File: config.mk
export PLATFORM = sky130hd
export DESIGN_NAME = rx_ring_writer
export DESIGN_NICKNAME = d
export VERILOG_FILES = /design/src/rtl/rxr_pkg.sv /design/src/rtl/rxr_space_mon.sv /design/src/rtl/rxr_wr_ptr.sv /design/src/rtl/rxr_frame_ctl.sv /design/src/rtl/rx_ring_writer.sv
export SDC_FILE = /design/constraint.sdc
export NUM_CORES = 1
export LEC_CHECK = 0
export BUFFER_PORTS_ARGS = -buffer_cell sky130_fd_sc_hd__buf_2
export CAP_MARGIN = 25
export CORE_ASPECT_RATIO = 0.5
export CORE_MARGIN = 1
export CORE_UTILIZATION = 65
export CTS_BUF_LIST = sky130_fd_sc_hd__clkbuf_8
export CTS_CLUSTER_DIAMETER = 150
export CTS_CLUSTER_SIZE = 16
export DETAILED_ROUTE_END_ITERATION = 8
export PLACE_DENSITY = 0.91
export SYNTH_ARGS = -nofsm -noshare
export SYNTH_HDL_FRONTEND = slang
export SYNTH_SLANG_ARGS = --single-unit
File: constraint.sdc
create_clock -name clk -period 7.8 [get_ports clk]
set_input_delay 0.39 -clock clk [delete_from_list [all_inputs] [get_ports clk]]
set_output_delay 0.39 -clock clk [all_outputs]
set_load 0.02 [all_outputs]
File: src/rtl/rxr_pkg.sv
package rxr_pkg;
  localparam int unsigned PG_W = 8;
  localparam int unsigned AD_W = 16;

  typedef enum logic [1:0] {ST_IDLE, ST_DATA, ST_HDR} wr_state_e;

  // One step forward in the ring, folding the end address back to the first page.
  function automatic logic [AD_W-1:0] ring_step(input logic [AD_W-1:0] a,
                                                input logic [PG_W-1:0] fp,
                                                input logic [PG_W-1:0] ep);
    logic [AD_W-1:0] n;
    n = a + AD_W'(1);
    if (n == {ep, 8'h00}) n = {fp, 8'h00};
    return n;
  endfunction

  // Page at which the following frame starts.
  function automatic logic [PG_W-1:0] next_page(input logic [PG_W-1:0] base,
                                                input logic [15:0] total,
                                                input logic [PG_W-1:0] fp,
                                                input logic [PG_W-1:0] ep);
    logic [17:0] span, nxt, lim, ring;
    span = ({2'b00, total} + 18'd259) & 18'h3FF00;
    nxt  = {2'b00, base, 8'h00} + span;
    lim  = {2'b00, ep, 8'h00};
    ring = {2'b00, ep, 8'h00} - {2'b00, fp, 8'h00};
    if (nxt >= lim) nxt = nxt - ring;
    return nxt[15:8];
  endfunction

  // Free bytes between the current page and the boundary page (may be negative).
  function automatic logic signed [18:0] ring_free(input logic [PG_W-1:0] cur,
                                                   input logic [PG_W-1:0] bnd,
                                                   input logic [PG_W-1:0] fp,
                                                   input logic [PG_W-1:0] ep);
    logic signed [18:0] c, b, f, e;
    c = $signed({3'b000, cur, 8'h00});
    b = $signed({3'b000, bnd, 8'h00});
    f = $signed({3'b000, fp, 8'h00});
    e = $signed({3'b000, ep, 8'h00});
    if (c < b) return b - c;
    return (e - f) - (c - b);
  endfunction
endpackage

File: src/rtl/rxr_space_mon.sv
module rxr_space_mon
  import rxr_pkg::*;
#(
  parameter int unsigned MAX_FRAME = 1514
) (
  input  logic [PG_W-1:0] cur_page,
  input  logic [PG_W-1:0] bound_page,
  input  logic [PG_W-1:0] first_page,
  input  logic [PG_W-1:0] end_page,
  input  logic            halted,
  output logic            ready
);
  localparam logic signed [18:0] NEED = 19'(MAX_FRAME + 4);

  logic signed [18:0] free_bytes;

  always_comb begin
    free_bytes = ring_free(cur_page, bound_page, first_page, end_page);
    ready      = !halted && (free_bytes >= NEED);
  end
endmodule

File: src/rtl/rxr_wr_ptr.sv
module rxr_wr_ptr
  import rxr_pkg::*;
(
  input  logic            clk,
  input  logic            rst_n,
  input  logic            load,
  input  logic [AD_W-1:0] load_addr,
  input  logic            adv,
  input  logic [PG_W-1:0] first_page,
  input  logic [PG_W-1:0] end_page,
  output logic [AD_W-1:0] ptr_q
);
  always_ff @(posedge clk or negedge rst_n) begin
    if (!rst_n)    ptr_q <= '0;
    else if (load) ptr_q <= ring_step(load_addr, first_page, end_page);
    else if (adv)  ptr_q <= ring_step(ptr_q, first_page, end_page);
  end

  // a payload write never lands on the end-of-ring address
  a_r3_no_end_addr: assert property (@(posedge clk) disable iff (!rst_n)
    adv |-> ptr_q != {end_page, 8'h00});
endmodule

File: src/rtl/rxr_frame_ctl.sv
module rxr_frame_ctl
  import rxr_pkg::*;
#(
  parameter int unsigned LEN_W = 16
) (
  input  logic            clk,
  input  logic            rst_n,
  input  logic            rx_valid,
  input  logic            rx_sof,
  input  logic            rx_eof,
  input  logic [7:0]      rx_data,
  input  logic            cur_load,
  input  logic [PG_W-1:0] cur_wdata,
  input  logic [PG_W-1:0] first_page,
  input  logic [PG_W-1:0] end_page,
  input  logic [AD_W-1:0] ptr_q,
  output logic            ptr_load,
  output logic [AD_W-1:0] ptr_load_addr,
  output logic            ptr_adv,
  output logic            mem_we,
  output logic [AD_W-1:0] mem_addr,
  output logic [7:0]      mem_wdata,
  output logic [PG_W-1:0] cur_page,
  output logic            rx_irq
);
  localparam logic [7:0] STATUS_OK = 8'h01;

  wr_state_e        st_q;
  logic [PG_W-1:0]  base_q;
  logic [LEN_W-1:0] cnt_q;
  logic [1:0]       hidx_q;

  // named internal events
  logic             take_first, take_more, hdr_wr, hdr_last;
  logic [LEN_W-1:0] total_len;
  logic [PG_W-1:0]  nxt_pg;
  logic [7:0]       hdr_byte;

  always_comb begin
    take_first    = (st_q == ST_IDLE) && rx_valid && rx_sof;
    take_more     = (st_q == ST_DATA) && rx_valid;
    hdr_wr        = (st_q == ST_HDR);
    hdr_last      = hdr_wr && (hidx_q == 2'd3);
    total_len     = cnt_q + LEN_W'(4);
    nxt_pg        = next_page(base_q, 16'(total_len), first_page, end_page);
    ptr_load      = take_first;
    ptr_load_addr = {cur_page, 8'h04};
    ptr_adv       = take_more;
    case (hidx_q)
      2'd0:    hdr_byte = STATUS_OK;
      2'd1:    hdr_byte = nxt_pg;
      2'd2:    hdr_byte = total_len[7:0];
      default: hdr_byte = total_len[15:8];
    endcase
    mem_we    = take_first || take_more || hdr_wr;
    mem_wdata = hdr_wr ? hdr_byte : rx_data;
    if (take_first)  mem_addr = ptr_load_addr;
    else if (hdr_wr) mem_addr = {base_q, 6'b000000, hidx_q};
    else             mem_addr = ptr_q;
  end

  always_ff @(posedge clk or negedge rst_n) begin
    if (!rst_n) begin
      st_q     <= ST_IDLE;
      base_q   <= '0;
      cnt_q    <= '0;
      hidx_q   <= '0;
      cur_page <= '0;
      rx_irq   <= 1'b0;
    end else begin
      rx_irq <= 1'b0;
      if (cur_load && !hdr_last) cur_page <= cur_wdata;
      case (st_q)
        ST_IDLE: if (take_first) begin
          base_q <= cur_page;
          cnt_q  <= LEN_W'(1);
          hidx_q <= '0;
          st_q   <= rx_eof ? ST_HDR : ST_DATA;
        end
        ST_DATA: if (take_more) begin
          cnt_q <= cnt_q + LEN_W'(1);
          if (rx_eof) st_q <= ST_HDR;
        end
        default: begin
          hidx_q <= hidx_q + 2'd1;
          if (hdr_last) begin
            cur_page <= nxt_pg;
            rx_irq   <= 1'b1;
            st_q     <= ST_IDLE;
          end
        end
      endcase
    end
  end

  // interrupt is a single-cycle pulse
  a_r6_irq_single: assert property (@(posedge clk) disable iff (!rst_n)
    rx_irq |=> !rx_irq);
  // the page pointer moves on its own only together with the interrupt
  a_r6_page_with_irq: assert property (@(posedge clk) disable iff (!rst_n)
    (cur_page != $past(cur_page)) && !$past(cur_load) |-> rx_irq);
  // the header write phase lasts four cycles and then releases
  a_r4_hdr_len: assert property (@(posedge clk) disable iff (!rst_n)
    $past(hdr_last) |-> !hdr_wr);
  // with no frame in progress and no start marker, nothing is written
  a_r10_idle_quiet: assert property (@(posedge clk) disable iff (!rst_n)
    (st_q == ST_IDLE) && !(rx_valid && rx_sof) |-> !mem_we);
endmodule

File: src/rtl/rx_ring_writer.sv
module rx_ring_writer
  import rxr_pkg::*;
#(
  parameter int unsigned MAX_FRAME = 1514,
  parameter int unsigned LEN_W     = 16
) (
  input  logic        clk,
  input  logic        rst_n,
  input  logic [7:0]  first_page,
  input  logic [7:0]  end_page,
  input  logic [7:0]  bound_page,
  input  logic        halted,
  input  logic        cur_load,
  input  logic [7:0]  cur_wdata,
  input  logic        rx_valid,
  input  logic        rx_sof,
  input  logic        rx_eof,
  input  logic [7:0]  rx_data,
  output logic        mem_we,
  output logic [15:0] mem_addr,
  output logic [7:0]  mem_wdata,
  output logic [7:0]  cur_page,
  output logic        rx_irq,
  output logic        rx_ready
);
  logic            ptr_load, ptr_adv;
  logic [AD_W-1:0] ptr_load_addr, ptr_q;

  rxr_frame_ctl #(.LEN_W(LEN_W)) ctl_i (
    .clk(clk), .rst_n(rst_n),
    .rx_valid(rx_valid), .rx_sof(rx_sof), .rx_eof(rx_eof), .rx_data(rx_data),
    .cur_load(cur_load), .cur_wdata(cur_wdata),
    .first_page(first_page), .end_page(end_page),
    .ptr_q(ptr_q), .ptr_load(ptr_load), .ptr_load_addr(ptr_load_addr),
    .ptr_adv(ptr_adv),
    .mem_we(mem_we), .mem_addr(mem_addr), .mem_wdata(mem_wdata),
    .cur_page(cur_page), .rx_irq(rx_irq)
  );

  rxr_wr_ptr ptr_i (
    .clk(clk), .rst_n(rst_n),
    .load(ptr_load), .load_addr(ptr_load_addr), .adv(ptr_adv),
    .first_page(first_page), .end_page(end_page), .ptr_q(ptr_q)
  );

  rxr_space_mon #(.MAX_FRAME(MAX_FRAME)) space_i (
    .cur_page(cur_page), .bound_page(bound_page),
    .first_page(first_page), .end_page(end_page),
    .halted(halted), .ready(rx_ready)
  );

  // a halted receiver never reports ready
  a_r8_halt_not_ready: assert property (@(posedge clk) disable iff (!rst_n)
    halted |-> !rx_ready);
  // every write of a frame stays within the ring (valid ring configured)
  a_r2_in_ring: assert property (@(posedge clk) disable iff (!rst_n)
    mem_we && (first_page < end_page) && (cur_page >= first_page) |->
      (mem_addr >= {first_page, 8'h00}) && (mem_addr < {end_page, 8'h00}));
endmodule

==> summary.md, run 1 <==
| Metric | Value |
|---|---|
| Total grt overflow | `0` |
| Slew Limit Headroom | `27.9%` |
| Crit path required time | `~7.4 ns` |
| Initial antenna violation count | `0` |
| Crit path DAT | `~6 ns` |
| Ys async rst share | `100%` |
| Fillers | `696` |
| Via density | `6.19` |
| Clock Path Buffers | `2` |
| DRC Markers | `0` |
| Placed cell count | `roughly 980` |
| Reg clk slew, reported paths | `0.10 ns` |
| Post-Syn Area | `0.00629 mm2` |
| Top FF cell, synth | `dfrtp_1` |
| Nets | `just under 1k` |
| Gr usage total | `36.7%` |
| Peak VDD IR | `0.000206 V` |
| Max Clock Freq | `0.157 GHz` |
| Number of setup buffers added after CTS | `0` |
| Critical path, cell by cell | `ha_1 -> nand3_1 -> nor2_1 -> xnor2_1 -> o31a_1 -> nor3_1 -> nor2_1 -> ha_1 -> a21oi_1 -> a21boi_0 -> o21ai_0 -> nand2b_1 -> xnor2_1 -> fa_1 -> inv_1 -> ha_1 -> or2_2 -> a21oi_1 -> a21oi_1 -> xnor2_1 -> nand2_1 -> xor2_1 -> o21ai_0 -> buf_2` |
| Htree depth | `2` |
| Vias | `6125` |
| Number of port buffers | `81` |
| Final hold viol count | `0` |
| Slew @ Worst Pin | `1.08 ns` |
| Hold buffer count at cts | `0` |
| Number of synthesized flops with an enable pin | `0` |
| Clk sinks | `53` |
| Clock Skews | `0.00922 ns` |
| Routed WL per cell | `18.0 um` |
| Worst min path class | `in -> async` |
| Die width | `141 um` |
| Pwr Density | `372 mW/mm2` |
| Routed WL | `approximately 18 mm` |
| Core footprint | `0.00904 mm2` |
| Initial Utilization | `69.6%` |
| Unrepaired setup endpoints after global routing | `false` |
| Cell count after synthesis | `between 700 and 800` |
| # setup viols final | `0` |
| Syn. warnings | `0` |
| Max Cap Viol | `0` |
| Most frequent cells in the layout | `99 x nand2_1, 81 x buf_2, 72 x inv_1, 68 x ha_1, 59 x nor2_1` |
| GP Congestion | `0.986` |
| Max incr delay on CP | `0.51 ns` |
| Synth-to-Final Area Change | `9.20%` |
| Num CTS Buffers | `5` |
| Critical path's slowest cell | `dfrtp_1` |
| Yosys reg bits | `between 50 and 60` |
| CTS tree | `done` |
| Initial drt markers | `between 500 and 600` |
| CP Launch Type | `flop` |
| Leak Pwr | `3.36 nW` |
| Slew Viols, Final | `0` |
| Worst Path Max Fanout | `9` |
| # resized after CTS | `0` |
| Synth unique cells | `69` |
| Root Buffer | `clkbuf_8` |
| FP Rows | `24` |
| Most common cell after layout, fill and taps aside | `nand2_1` |
| Avg Cell Area, Syn | `7.89 um2` |
| Crit end category | `output port` |
| Largest net degree at the start of global routing | `54` |
| IO Pins | `82` |
| Global-route wire length before repair | `28.8 mm` |
| Die Ht | `71.6 um` |
| Fraction of layout cells with a size suffix above 1 | `about an eighth` |
| Number of global-route vias before repair | `between 5k and 6k` |
| Die ar. | `0.0101 mm2` |
| Outcome | `finished clean` |
| Synth Net Count | `between 900 and 1k` |
| Crit Path Class | `reg -> out` |
| Period Utilization, post-route | `81.9%` |
| Layout Cells excl Fill | `990` |
| Antenna viol nets, final | `0` |
| Diode count | `0` |
| Post-layout minimum cycle time | `6.39 ns` |
| HPWL after DPL | `between 10 and 15 mm` |
| Setup TNS | `0 ns` |
| Clk_lat worst skew | `0.33 ns` |
| Drt first pass iters | `5` |
| Fraction of the yosys area taken by sequential cells | `21.1%` |
-- area by class of cell --
| class | instances | area [um2] | share of cell area, % |
|---|---|---|---|
| clock buffer | 5 | 68.8 | 1.00 |
| clock inverter | 3 | 42.5 | 0.619 |
| inverter | 71 | 267 | 3.88 |
| multi-input combinational | 643 | 4560 | 66.4 |
| sequential | 53 | 1330 | 19.3 |
| tap | 130 | 163 | 2.37 |
| timing repair buffer | 85 | 443 | 6.44 |
-- worst max-delay path, delay by kind of cell, from the launching register on --
kind | cells | cell delay, ns
XOR/XNOR | 4 | 0.81
adder cells (fa/ha/maj) | 4 | 1.46
buffers and inverters | 2 | 0.28
flip-flops | 1 | 0.51
AO/OA/AOI/OAI | 7 | 1.40
AND/OR/NAND/NOR | 7 | 1.22
-- registers in the layout (all words and copies together) (netlist names) --
| signal | cells |
|---|---|
| ctl_i.cnt_q | 16 |
| ptr_i.ptr_q | 16 |
| ctl_i.base_q | 8 |
| ctl_i.cur_page | 8 |
| ctl_i.hidx_q | 2 |
| ctl_i.st_q | 2 |
| ctl_i.rx_irq | 1 |
-- layer usage --
layer  GRT usage [%]  routed length (um)
met1            49.5                7740
met5               0                   0
met3            7.82                1660
met2            60.0                8020
met4            11.1                 358
-- report_power, final --
group	leakage, nW	switching (mW)	internal [mW]	total (mW)
Clock	0.0595	0.105	0.0955	0.200
Sequential	0.681	0.137	0.360	0.497
Combinational	2.62	1.11	0.747	1.86
Total	3.36	1.35	1.20	2.55
-- logic make-up after synthesis --
family | synth area share (%)
and+or+nand+nor | 20.7
AOI/OAI and AO/OA | 20.1
buffers and inverters | 6.42
adders and majority gates | 17.8
xor gates and xnor gates | 11.1
DFF | 21.1
muxes | 2.78
-- path summary, 6_finish.rpt --
check | start | endpoint | slack (ns) | cells after the start
worst max-delay path | ctl_i.cnt_q[3]$_DFFE_PN0P_ | mem_wdata[7] | 1.41 | 24
worst min-delay path | rst_n | ctl_i.cnt_q[15]$_DFFE_PN0P_ | 0.18 | 2
worst max register to register | ctl_i.cnt_q[3]$_DFFE_PN0P_ | ctl_i.cur_page[7]$_DFF_PN0_ | 2.30 | 23
worst min register to register | ctl_i.base_q[0]$_DFFE_PN0P_ | ctl_i.base_q[0]$_DFFE_PN0P_ | 0.53 | 2
max in group asynchronous | rst_n | ptr_i.ptr_q[9]$_DFFE_PN0P_ | 7.14 | 2
min in group clk | rx_eof | ctl_i.st_q[0]$_DFFE_PN0P_ | 0.24 | 2
-- cells in the mapped netlist, types with 14 or more instances --
library cell / count / share of area, %
nand2_1: 99 / 5.9
inv_1: 71 / 4.2
ha_1: 68 / 14
nor2_1: 59 / 3.5
a21oi_1: 56 / 4.5
o21ai_0: 56 / 4.5
dfrtp_1: 53 / 21
xnor2_1: 42 / 5.8
xor2_1: 31 / 4.3
clkbuf_1: 21 / 1.3
nand3_1: 21 / 1.7
nor3_1: 15 / 1.2
a21o_1: 14 / 1.7
-- stage by stage --
step	total power [mW]	utilization, %	hold slack (ns)	instance area [um2]	setup slack [ns]
final	2.55	76.0	0.179	6870	1.41
after global routing	2.75	76.0	0.236	6870	1.01
after CTS	2.51	75.9	0.209	6860	1.51
after detailed placement	2.29	74.6	0.502	6750	1.99
after global placement	2.22	74.6	0.498	6750	2.12
after floorplan	1.81	-	0.0944	6290	2.55
(Power assumes the default switching activity.)
==> inputs of run 2 (changes only) <==
Settings changed: CORE_UTILIZATION 65 to 61, PLACE_DENSITY 0.91 to 0.87.
Clock period 7.8 ns to 6.7 ns, I/O delays scaled along.
==> run 2 against run 1 <==
Power rose by 17%. Die area rose by 6.4%. First-iteration DRC count rose by 16%. Register-to-register slack got worse by 1.0 ns. Cell count rose by 0.61%. Via count rose by 0.41%.
==> summary.md, run 2 (synthesis results as in run 1) <==
| Metric | Value |
|---|---|
| Num CTS Buffers | `5` |
| Reg clk slew, reported paths | `0.11 ns` |
| Final hold viol count | `0` |
| Max Cap Viol | `0` |
| Routed WL per cell | `between 15 and 20 um` |
| Initial Utilization | `around 65%` |
| Number of global-route vias before repair | `5661` |
| Vias | `between 6k and 7k` |
| Htree depth | `2` |
| Die ar. | `0.0108 mm2` |
| Period Utilization, post-route | `between 90% and 100%` |
| Via density | `6.17` |
| Synth-to-Final Area Change | `9.46%` |
| Slew @ Worst Pin | `roughly 0.77 ns` |
| Nets | `988` |
| Placed cell area | `0.00675 mm2` |
| Root Buffer | `clkbuf_8` |
| Hold buffer count at cts | `0` |
| Antenna viol nets, final | `0` |
| Fin util | `70.8%` |
| Post-layout minimum cycle time | `6.37 ns` |
| Routed WL | `17.9 mm` |
| Unrepaired setup endpoints after global routing | `false` |
| Slew Limit Headroom | `around half` |
| CP Launch Type | `flop` |
| Number of port buffers | `81` |
| Global-route wire length before repair | `28.1 mm` |
| Clk_lat worst skew | `0.32 ns` |
| Fillers | `around 800` |
| Clock Path Buffers | `2` |
| Core footprint | `0.00973 mm2` |
| GP Congestion | `0.943` |
| FP Rows | `25` |
| # setup viols final | `0` |
| Most common cell after layout, fill and taps aside | `nand2_1` |
| Setup TNS | `0 ns` |
| Most frequent cells in the layout | `99 x nand2_1, 81 x buf_2, 72 x inv_1, 67 x ha_1, 59 x nor2_1` |
| Total grt overflow | `0` |
| Leak Pwr | `3.36 nW` |
| Pwr Density | `433 mW/mm2` |
| Gr usage total | `33.7%` |
| R2r setup slk | `1.28 ns` |
| Initial antenna violation count | `0` |
| Diode count | `0` |
| Peak VDD IR | `0.000201 V` |
| Max Clock Freq | `0.157 GHz` |
| Fraction of layout cells with a size suffix above 1 | `12.7%` |
| Die width | `146 um` |
| Placed cell count | `986` |
| Clock Skews | `0.00722 ns` |
| Layout Cells excl Fill | `996` |
| DRC Markers | `0` |
| Design area | `a little under 0.007 mm2` |
| Worst min path class | `in -> async` |
| Slew Viols, Final | `0` |
| IO Pins | `~80` |
| Reg area | `approximately 0.0013 mm2` |
| Top Registers | `ctl_i.cnt_q (16), ptr_i.ptr_q (16)` |
| HPWL after DPL | `13.9 mm` |
| Crit path required time | `6.36 ns` |
| Clk sinks | `53` |
| Die Ht | `73.8 um` |
| Crit path DAT | `a little over 6 ns` |
| Drt first pass iters | `5` |
| Worst Path Max Fanout | `9` |
| Crit end category | `output port` |
| Outcome | `finished clean` |
| Initial drt markers | `601` |
| CTS tree | `done` |
| Multi-input gate area | `0.00457 mm2` |
| Largest net degree at the start of global routing | `54` |
| Crit Path Class | `reg -> out` |
[run 2: path summary, 6_finish.rpt]
kind,cells past startpoint,start,end
max reg2reg,23,ctl_i.cnt_q[3]$_DFFE_PN0P_,ctl_i.cur_page[7]$_DFF_PN0_
min,2,rst_n,ctl_i.cnt_q[13]$_DFFE_PN0P_
min reg2reg,2,ctl_i.base_q[0]$_DFFE_PN0P_,ctl_i.base_q[0]$_DFFE_PN0P_
max in group asynchronous,2,rst_n,ctl_i.cur_page[7]$_DFF_PN0_
max,24,ctl_i.cnt_q[3]$_DFFE_PN0P_,mem_wdata[7]
min in group clk,2,rx_eof,ctl_i.st_q[0]$_DFFE_PN0P_
[run 2: layout make-up]
class | instances | area share [%]
Clock inverter | 3 | 0.618
Clock buffer | 5 | 0.999
Multi-Input combinational cell | 643 | 66.3
Sequential cell | 53 | 19.3
Inverter | 71 | 3.87
Tap cell | 135 | 2.45
Timing Repair Buffer | 86 | 6.54
[run 2: worst max-delay path: stages, from the launching register on]
cell	delay [ns]
dfrtp_1	0.51
ha_2	0.32
nand3_1	0.19
nor2_1	0.18
xnor2_1	0.23
o31a_1	0.34
nor3_1	0.12
nor2_1	0.19
ha_1	0.31
a21oi_1	0.21
a21boi_0	0.17
o21ai_0	0.18
nand2b_1	0.12
xnor2_1	0.26
fa_1	0.45
inv_1	0.07
ha_1	0.26
or2_2	0.29
a21oi_1	0.17
a21oi_1	0.07
xnor2_1	0.19
nand2_1	0.09
xor2_1	0.19
o21ai_0	0.36
buf_2	0.25
[run 2: metrics by stage]
step,hold slack [ns],worst slack (ns),power [mW]
2_1_floorplan,0.0394,1.51,2.11
3_3_place_gp,0.500,1.04,2.59
3_5_place_dp,0.507,0.887,2.66
4_1_cts,0.156,0.481,2.92
5_1_grt,0.192,0.0255,3.19
6_report,0.121,0.329,2.98
[run 2: what timing repair did]
item / in CTS / in global routing
resized for setup: 0 / 1
setup buffers: 0 / 0
endpoints found under the setup margin: 0 / 1
[run 2: metal layers]
metal / GRT usage (%) / share of wire (%) / vias to the layer above
met5: 0 / 0 / -
met4: 12.3 / 3.1 / 0
met3: 7.64 / 11 / 69
met2: 54.7 / 44 / 335
met1: 44.8 / 43 / 2873
li1: - / - / 2873
[run 2: where the power goes]
group / switching, mW / internal, mW / leakage [nW] / total [mW]
Sequential: 0.160 / 0.419 / 0.681 / 0.579
Combinational: 1.29 / 0.874 / 2.62 / 2.17
Clock: 0.124 / 0.111 / 0.0595 / 0.235
==> inputs of run 3 (changes only) <==
--- a/constraint.sdc
+++ b/constraint.sdc
@@ -3,2 +3,2 @@
 set_output_delay 0.335 -clock clk [all_outputs]
-set_load 0.02 [all_outputs]
+set_load 0.05 [all_outputs]
==> run 3 against run 2 <==
Routed wire length shrank 1.4%. Die area is the same. Clock power shrank 15%. Critical path depth is the same. Non-clock buffer count grew 2. Highest routed layer unchanged. Utilization grew 0.15 points. Worst hold slack is essentially flat. Cell area grew 0.22%.
==> summary.md, run 3 (synthesis results as in run 1) <==
| Metric | Value |
|---|---|
| Outcome | `finished clean` |
| HPWL after DPL | `13.8 mm` |
| Slew Limit Headroom | `a little under half` |
| Core footprint | `0.00973 mm2` |
| Sw Ratio | `between 50% and 60%` |
| Reg-to-reg startpoint | `ctl_i.cnt_q[3]$_DFFE_PN0P_` |
| Final hold viol count | `0` |
| Clk sinks | `53` |
| Number of port buffers | `81` |
| Root Buffer | `clkbuf_8` |
| Crit end category | `output port` |
| Die width | `about 150 um` |
| Register share of total power | `about 18%` |
| Setup TNS | `0 ns` |
| Leak Pwr | `between 3 and 4 nW` |
| Peak VDD IR | `0.000294 V` |
| Clock Skews | `0.00836 ns` |
| Reg2Reg Depth | `23` |
| CTS tree | `done` |
| Die ar. | `around 0.011 mm2` |
| DRC Markers | `0` |
| Slew Viols, Final | `0` |
| Diode count | `0` |
| Pwr Density | `465 mW/mm2` |
| GP Congestion | `about 0.94` |
| Nets | `just under 1k` |
| Most common cell after layout, fill and taps aside | `nand2_1` |
| Min Hold Slack | `0.121 ns` |
| Initial drt markers | `630` |
| Crit path required time | `6.36 ns` |
| Post-layout minimum cycle time | `6.31 ns` |
| FP Rows | `25` |
| Most frequent cells in the layout | `99 x nand2_1, 80 x buf_2, 71 x inv_1, 67 x ha_1, 59 x nor2_1` |
| Via density | `6.09` |
| Worst min path class | `in -> async` |
| Drt first pass iters | `5` |
| Die Ht | `73.8 um` |
| Crit Path Class | `reg -> out` |
| Fin util | `71.0%` |
| Clock Power Share | `6.2%` |
| Sw Pwr | `1.82 mW` |
| Fraction of layout cells with a size suffix above 1 | `13.0%` |
| R2r setup slk | `1.21 ns` |
| Slew @ Worst Pin | `about 0.81 ns` |
| CP Launch Type | `flop` |
| IO Pins | `82` |
| Period Utilization, post-route | `between 90% and 100%` |
| Routed WL | `17.7 mm` |
| Unrepaired setup endpoints after global routing | `false` |
| Clock Path Buffers | `2` |
| Htree depth | `2` |
| Num CTS Buffers | `5` |
| Gr usage total | `33.7%` |
| # setup viols final | `0` |
| Final Power | `around 3.2 mW` |
| Total grt overflow | `0` |
| Initial Utilization | `64.7%` |
| Clk_lat worst skew | `0.33 ns` |
| Gate power share | `75.8%` |
| Worst Path Max Fanout | `9` |
| Number of global-route vias before repair | `roughly 5.5k` |
| Largest net degree at the start of global routing | `54` |
| Max Cap Viol | `0` |
| Vias | `6070` |
| Routed WL per cell | `17.7 um` |
| Synth-to-Final Area Change | `9.70%` |
| Top Registers | `ctl_i.cnt_q (16), ptr_i.ptr_q (16)` |
| Global-route wire length before repair | `28.2 mm` |
| Crit path DAT | `5.98 ns` |
| Antenna viol nets, final | `0` |
| Worst reg2reg path endpoint | `ctl_i.cur_page[7]$_DFF_PN0_` |
| Max Clock Freq | `roughly 0.16 GHz` |
| P_int | `~1.4 mW` |
| Initial antenna violation count | `0` |
| Reg clk slew, reported paths | `0.10 ns` |
[run 3: how the worst max path moves through the flow]
stage                         to  depth (start not counted)                  startpoint
floorplan           mem_wdata[7]                         24  ctl_i.cnt_q[3]$_DFFE_PN0P_
global placement    mem_wdata[7]                         25  ctl_i.cnt_q[3]$_DFFE_PN0P_
detailed placement  mem_wdata[7]                         24  ctl_i.cnt_q[3]$_DFFE_PN0P_
CTS                 mem_wdata[7]                         24  ctl_i.cnt_q[3]$_DFFE_PN0P_
global route        mem_wdata[7]                         24  ctl_i.cnt_q[3]$_DFFE_PN0P_
finish              mem_wdata[7]                         24  ctl_i.cnt_q[3]$_DFFE_PN0P_
[run 3: metrics by stage]
step                std cells  area (um2)  setup slack, ns
CTS                       994        6850            0.355
floorplan                 798        6290            0.897
detailed placement        987        6760            0.759
global route              997        6900           0.0822
global placement          986        6750            0.941
finish                    997        6900            0.390
[run 3: final cells by class]
cell class,count,area [um2]
Clock inverter,1,7.51
Multi-Input combinational cell,643,4570
Timing Repair Buffer,88,480
Sequential cell,53,1330
Fill cell,802,2820
Inverter,71,267
Tap cell,135,169
Clock buffer,6,82.6
[run 3: power groups by stage]
| stage | combinational (mW) | sequential, mW | clock (mW) |
|---|---|---|---|
| after detailed placement | 2.35 | 0.578 | 0 |
| after global routing | 2.64 | 0.594 | 0.214 |
| after floorplan | 1.78 | 0.590 | 0 |
| final | 2.43 | 0.577 | 0.199 |
| after global placement | 2.28 | 0.571 | 0 |
| after CTS | 2.37 | 0.572 | 0.201 |
[run 3: what timing repair did]
| item | 4_1_cts | 5_1_grt |
|---|---|---|
| hold buffers | 0 | 0 |
| setup endpoints to repair | 0 | 1 |
| buffers inserted | 0 | 2 |
| resized for setup | 0 | 4 |
[run 3: worst max-delay path, cell delays in order (launching register included)]
cell	delay [ns]
dfrtp_1	0.51
ha_2	0.32
nand3_1	0.21
nor2_1	0.19
xnor2_1	0.22
o31a_1	0.33
nor3_1	0.12
nor2_1	0.20
ha_1	0.30
a21oi_1	0.21
a21boi_0	0.20
o21ai_0	0.20
nand2b_1	0.12
xnor2_1	0.17
fa_1	0.49
inv_1	0.04
ha_1	0.33
or2_2	0.29
a21oi_1	0.14
a21oi_1	0.06
xnor2_1	0.19
nand2_1	0.08
xor2_1	0.20
o21ai_1	0.23
clkbuf_4	0.28
[run 3: layer usage]
layer | track usage [%] | vias up | part of all wire (%)
li1 | - | 2891 | -
met1 | 47.1 | 2877 | 46
met2 | 54.8 | 267 | 44
met3 | 5.78 | 35 | 8.1
met4 | 8.42 | 0 | 1.7
met5 | 0 | - | 0
